$ cat config.mk
export PLATFORM = sky130hd
export DESIGN_NAME = ditr_interp
export DESIGN_NICKNAME = d
export VERILOG_FILES = /design/src/rtl/ditr_pkg.sv /design/src/rtl/ditr_slot_timer.sv /design/src/rtl/ditr_code_hold.sv /design/src/rtl/ditr_level_sel.sv /design/src/rtl/ditr_interp.sv
export SDC_FILE = /design/constraint.sdc
export NUM_CORES = 1
export LEC_CHECK = 0
export ABC_CLOCK_PERIOD_IN_PS = 3800
export CAP_MARGIN = 20
export CORE_MARGIN = 8
export CORE_UTILIZATION = 46
export CTS_CLUSTER_DIAMETER = 60
export CTS_CLUSTER_SIZE = 28
export DETAILED_ROUTE_END_ITERATION = 8
export PLACE_DENSITY = 0.74
export SKIP_CTS_REPAIR_TIMING = 1
export SYNTH_ARGS = -nofsm -noshare
export SYNTH_HDL_FRONTEND = slang
export SYNTH_SLANG_ARGS = --single-unit
$ cat constraint.sdc
create_clock -name clk -period 3.8 [get_ports clk]
set_clock_uncertainty 0.1 [all_clocks]
set_input_delay 0.76 -clock clk [delete_from_list [all_inputs] [get_ports clk]]
set_output_delay 0.76 -clock clk [all_outputs]
set_load 0.03 [all_outputs]
$ cat src/rtl/ditr_pkg.sv
package ditr_pkg;

   localparam int DEF_BASE_W = 16;
   localparam int DEF_FRAC_W = 2;

   // Kind of level emitted in a slot
   typedef enum logic {
      LVL_BASE = 1'b0,
      LVL_BUMP = 1'b1
   } lvl_kind_e;

   // Slot idx sits one step up when it comes before the fraction count
   function automatic lvl_kind_e slot_kind(input int unsigned idx, input int unsigned frac);
      return (idx < frac) ? LVL_BUMP : LVL_BASE;
   endfunction

endpackage

$ cat src/rtl/ditr_slot_timer.sv
module ditr_slot_timer #(
   parameter int TICKS_PER_SLOT = 5,
   parameter int FRAC_W         = 2
) (
   input  logic              clk,
   input  logic              rst_n,
   input  logic              tick_i,
   output logic              slot_adv_o,
   output logic              cyc_start_o,
   output logic [FRAC_W-1:0] idx_o,
   output logic [FRAC_W-1:0] nxt_idx_o
);

   localparam int SUB_W = (TICKS_PER_SLOT > 1) ? $clog2(TICKS_PER_SLOT) : 1;

   logic [FRAC_W-1:0] idx_q;

   generate
      if (TICKS_PER_SLOT == 1) begin : g_direct
         assign slot_adv_o = tick_i;
      end else begin : g_div
         logic [SUB_W-1:0] sub_q;
         logic             last_sub;

         assign last_sub   = (sub_q == SUB_W'(TICKS_PER_SLOT - 1));
         assign slot_adv_o = tick_i & last_sub;

         always_ff @(posedge clk or negedge rst_n) begin
            if (!rst_n) begin
               sub_q <= '0;
            end else if (tick_i) begin
               if (last_sub) sub_q <= '0;
               else          sub_q <= sub_q + 1'b1;
            end
         end
      end
   endgenerate

   assign nxt_idx_o   = idx_q + 1'b1;
   assign cyc_start_o = slot_adv_o & (nxt_idx_o == '0);
   assign idx_o       = idx_q;

   always_ff @(posedge clk or negedge rst_n) begin
      if (!rst_n)          idx_q <= '0;
      else if (slot_adv_o) idx_q <= nxt_idx_o;
   end

endmodule

$ cat src/rtl/ditr_code_hold.sv
module ditr_code_hold #(
   parameter int                        CODE_W     = 18,
   parameter logic [CODE_W-1:0]         RESET_CODE = '0
) (
   input  logic              clk,
   input  logic              rst_n,
   input  logic              wr_i,
   input  logic [CODE_W-1:0] code_i,
   input  logic              load_i,
   output logic [CODE_W-1:0] act_o,
   output logic [CODE_W-1:0] nxt_act_o
);

   logic [CODE_W-1:0] pend_q;
   logic [CODE_W-1:0] act_q;
   logic [CODE_W-1:0] pend_fwd;

   // A write on the boundary edge is forwarded straight into the new cycle
   assign pend_fwd  = wr_i ? code_i : pend_q;
   assign nxt_act_o = load_i ? pend_fwd : act_q;
   assign act_o     = act_q;

   always_ff @(posedge clk or negedge rst_n) begin
      if (!rst_n) begin
         pend_q <= RESET_CODE;
         act_q  <= RESET_CODE;
      end else begin
         pend_q <= pend_fwd;
         act_q  <= nxt_act_o;
      end
   end

endmodule

$ cat src/rtl/ditr_level_sel.sv
module ditr_level_sel
   import ditr_pkg::*;
#(
   parameter int BASE_W   = 16,
   parameter int FRAC_W   = 2,
   parameter bit SATURATE = 1'b1
) (
   input  logic [BASE_W+FRAC_W-1:0] code_i,
   input  logic [FRAC_W-1:0]        idx_i,
   output logic [BASE_W-1:0]        lvl_o
);

   logic [BASE_W-1:0] base;
   logic [FRAC_W-1:0] frac;
   logic [BASE_W-1:0] bumped;
   lvl_kind_e         kind;

   assign base = code_i[BASE_W+FRAC_W-1:FRAC_W];
   assign frac = code_i[FRAC_W-1:0];
   assign kind = slot_kind(int'(idx_i), int'(frac));

   generate
      if (SATURATE) begin : g_clamp
         assign bumped = (&base) ? base : base + 1'b1;
      end else begin : g_wrap
         assign bumped = base + 1'b1;
      end
   endgenerate

   assign lvl_o = (kind == LVL_BUMP) ? bumped : base;

endmodule

$ cat src/rtl/ditr_interp.sv
module ditr_interp #(
   parameter int BASE_W         = ditr_pkg::DEF_BASE_W,
   parameter int FRAC_W         = ditr_pkg::DEF_FRAC_W,
   parameter int TICKS_PER_SLOT = 5,
   parameter bit RESET_MID      = 1'b0,
   parameter bit SATURATE       = 1'b1
) (
   input  logic                     clk,
   input  logic                     rst_n,
   input  logic                     tick_i,
   input  logic                     code_wr_i,
   input  logic [BASE_W+FRAC_W-1:0] code_i,
   output logic [BASE_W-1:0]        dac_o
);

   localparam int                CODE_W     = BASE_W + FRAC_W;
   localparam logic [CODE_W-1:0] RESET_CODE = RESET_MID ? {1'b1, {(CODE_W-1){1'b0}}}
                                                        : {CODE_W{1'b0}};

   generate
      if (BASE_W < 2) begin : g_bad_base
         $error("ditr_interp: BASE_W must be at least 2");
      end
      if (FRAC_W < 1 || FRAC_W > 4) begin : g_bad_frac
         $error("ditr_interp: FRAC_W must be 1 to 4");
      end
      if (TICKS_PER_SLOT < 1) begin : g_bad_tps
         $error("ditr_interp: TICKS_PER_SLOT must be positive");
      end
   endgenerate

   logic              slot_adv;
   logic              cyc_start;
   logic [FRAC_W-1:0] slot_idx;
   logic [FRAC_W-1:0] nxt_idx;
   logic [CODE_W-1:0] act_code;
   logic [CODE_W-1:0] nxt_code;
   logic [BASE_W-1:0] nxt_lvl;
   logic [BASE_W-1:0] rst_lvl;
   logic [BASE_W-1:0] dac_q;

   ditr_slot_timer #(
      .TICKS_PER_SLOT (TICKS_PER_SLOT),
      .FRAC_W         (FRAC_W)
   ) timer_i (
      .clk         (clk),
      .rst_n       (rst_n),
      .tick_i      (tick_i),
      .slot_adv_o  (slot_adv),
      .cyc_start_o (cyc_start),
      .idx_o       (slot_idx),
      .nxt_idx_o   (nxt_idx)
   );

   ditr_code_hold #(
      .CODE_W     (CODE_W),
      .RESET_CODE (RESET_CODE)
   ) hold_i (
      .clk       (clk),
      .rst_n     (rst_n),
      .wr_i      (code_wr_i),
      .code_i    (code_i),
      .load_i    (cyc_start),
      .act_o     (act_code),
      .nxt_act_o (nxt_code)
   );

   ditr_level_sel #(
      .BASE_W   (BASE_W),
      .FRAC_W   (FRAC_W),
      .SATURATE (SATURATE)
   ) sel_next_i (
      .code_i (nxt_code),
      .idx_i  (nxt_idx),
      .lvl_o  (nxt_lvl)
   );

   ditr_level_sel #(
      .BASE_W   (BASE_W),
      .FRAC_W   (FRAC_W),
      .SATURATE (SATURATE)
   ) sel_rst_i (
      .code_i (RESET_CODE),
      .idx_i  ({FRAC_W{1'b0}}),
      .lvl_o  (rst_lvl)
   );

   always_ff @(posedge clk or negedge rst_n) begin
      if (!rst_n)        dac_q <= rst_lvl;
      else if (slot_adv) dac_q <= nxt_lvl;
   end

   assign dac_o = dac_q;

endmodule

==> impl_results.md <==
- CP peak stage delay: 0.61 ns
- P per Cell Area: a little under 700 nW/µm²
- Worst path cell trace: clkdlybuf4s50_1 > mux2i_1 > inv_1 > a21boi_0 > ha_1 > o22ai_1 > o221ai_1 > or4_1 > a31oi_1
- Number of global-route vias before repair: 2,329
- Worst-Skew Late Latency: 0.34 ns
- Avg Synthesized Cell Area: 10.80 µm²
- Post-synthesis cell area: 2960 µm²
- Drt drc: 0
- CTS root buffer: clkbuf_8
- Hold Vio Cnt, Final: 0
- Syn-to-layout area delta: 23.67%
- Die Y: 96.22 µm
- Initial antenna violation count: 0
- Crit path buffers/inverters: 2
- Setup Viol. Count Final: 0
- Initial Util: 0.4716
- HP Class: in -> async
- First-pass GRT wire length: 11,550 µm
- Clock buffer depth: 2
- Design area: 3661 µm²
- 1st-pass router iterations: 4
- RD Place Congestion: roughly 0.9
- Setup crit end kind: flop
- Gate power share: 0.384
- CP Launch Type: input pin
- Sequential area share after synthesis: 0.4818
- IO Port Bufs: 37
- Clk network pwr share: 0.258
- CTS Sinks: 57
- Crit path kind: in -> reg
- WHS: between 0.2 and 0.3 ns
- Largest net degree at the start of global routing: 38
- Core area: 6277 µm²
- Detailed Route WL: 6890 µm
- Vias per Instance: 5.533
- Drt wl/cell: 16.93 µm
- Max Freq: 300.9 MHz
- Setup tns final: 0 ns
- Synthesized flop and latch total: 57
- Pwr Total: around 2500 µW
- Worst-path clk slew: 0.07 ns
- Leakage: 0.001671 µW
- Die area: roughly 9300 µm²
- Psw: 934.9 µW
- Complex-gate fraction of the synthesized area: 0.1648
- Sw Ratio: 0.3684
- Mux contribution to synthesized area: 0.1006
- EDFF count, synth: 0
- Sequential Power Share: 0.358
- CP max-delay cell: clkdlybuf4s50_1
- Distinct cells, synth: 54
- Worst-Margin Slew: 0.5409 ns
- Placed cell areas: 3432 µm²
- Max-cap violations: 0
- N_diodes: 0
- Status: completed
- Maximum resistive drop on vdd: 338.3 µV
- Async SR Flop Fraction: 1.000
- Antenna Nets Post-Route: 0
- Post-Synth XOR/XNOR Area: 0.01479
- H-tree depth: 3
- Final nets: 352
- WP data required: 3.97 ns
- Largest family of logic cells by synthesized area: compound AO/OA/AOI/OAI gates
- Num rows: 29
- Synth Flop Type: dfrtp_1
- CP max FO: 5
- Final WS setup: roughly 0.48 ns
- CP top delay family: compound AO/OA/AOI/OAI gates
- Drt first-iter violations: 154
- Setup slack at placement: 0.1491 ns
- Synth Area in Simple Gates: 0.1581
- Horiz. Die Dim: 96.22 µm
- CP Data Arrival Time: around 3.5 ns
- RSZ-0062 raised after global routing: false
- Post-Syn Nets: 301
- Final worst-path cycle share: 0.8746
- DPL Wire Length: around 5100 µm
- YS warnings: 0
- CTS tree: done
- Most frequent cells in the layout: dfrtp_1, clkdlybuf4s50_1, nand2_1, inv_1, nor2_1
- Vias post-DR: 2,252
- Relative slew slack: 0.6384
- IO Pins: 38
- Int Pwr: 1603 µW
- GRT Util Overall: 0.1634
- Final Slew Violations: 0
- Post-synthesis cell count: 274
- Most common cell after layout, fill and taps aside: dfrtp_1
- Total grt overflow: 0
- Proportion of layout cells with a drive suffix above 1: 0.1818
- Num CTS Buffers: 9
- Post-route minimum period: around 3.3 ns
- Synth Area in Adders: 0.02113
==> power by group through the flow <==
| stage | Sequential, µW | Combinational (µW) | Clock, µW |
|---|---|---|---|
| final | 908 | 975 | 655 |
| after global routing | 934 | 1060 | 693 |
| after CTS | 908 | 981 | 661 |
| after floorplan | 1000 | 525 | 0 |
| after global placement | 910 | 949 | 0 |
| after detailed placement | 914 | 975 | 0 |
==> cell type report <==
cell class / count / area (µm²)
clock buffers: 11 / 151.4
multi-input cells: 186 / 1360
inverters: 19 / 71.32
well taps: 77 / 96.34
fillers: 533 / 2616
repair buffers: 52 / 478.0
clock inverters: 5 / 77.57
flip-flops and latches: 57 / 1426
==> kinds of logic (layout without fill, tap and decap cells) <==
family	Yosys count	count (layout)
flip-flops	57	57
adder cells (fa/ha/maj)	5	5
AND/OR/NAND/NOR	87	87
buffers and inverters	31	87
multiplexers	28	28
XOR/XNOR	5	5
AO/OA/AOI/OAI	61	61
==> worst paths after layout <==
path                                    end  depth (start not counted)  slack [ns]                    from
min                                dac_o[3]                          1        0.27                   rst_n
max in group asynchronous  hold_i.pend_q[3]                          2        2.48                   rst_n
max                                dac_o[8]                          9        0.48               code_wr_i
min in group clk           hold_i.pend_q[1]                          2        0.37        hold_i.pend_q[1]
max reg2reg                        dac_o[8]                          9        0.67  timer_i.g_div.sub_q[0]
min reg2reg                hold_i.pend_q[1]                          2        0.37        hold_i.pend_q[1]
==> flip-flops by register name, indices dropped and copies added (netlist names) <==
signal	count
timer_i.g_div.sub_q	3
hold_i.act_o	18
timer_i.idx_o	2
hold_i.pend_q	18
dac_o	16
==> stage by stage <==
step                      utilization  cells
after global placement         0.5467    391
after detailed placement       0.5467    391
final                          0.5832    407
after CTS                      0.5832    407
after global routing           0.5832    407
after floorplan                     -    274
==> per-layer routing <==
layer,wire [µm],track usage,part of all wire
met1,3423,0.2282,0.50
met2,2888,0.2270,0.42
met3,463,0.04602,0.067
met4,115,0.07554,0.017
met5,0,0,0
==> cell usage after synthesis, drive strengths merged, types with 3 or more instances <==
| master | number | share of area |
|---|---|---|
| a21boi | 4 | 0.010 |
| a21oi | 6 | 0.011 |
| a31oi | 7 | 0.015 |
| and3 | 4 | 0.0085 |
| buf | 7 | 0.028 |
| clkbuf | 5 | 0.0063 |
| dfrtp | 57 | 0.48 |
| ha | 5 | 0.021 |
| inv | 19 | 0.024 |
| mux2 | 11 | 0.042 |
| mux2i | 17 | 0.059 |
| nand2 | 32 | 0.041 |
| nand3 | 10 | 0.017 |
| nand3b | 3 | 0.0076 |
| nor2 | 17 | 0.022 |
| nor3 | 4 | 0.0068 |
| nor4 | 3 | 0.014 |
| o211ai | 6 | 0.025 |
| o21ai | 17 | 0.029 |
| o31ai | 6 | 0.022 |
| or4 | 5 | 0.013 |
| xnor2 | 5 | 0.015 |
No activity file was read; power rests on OpenSTA's default activity.
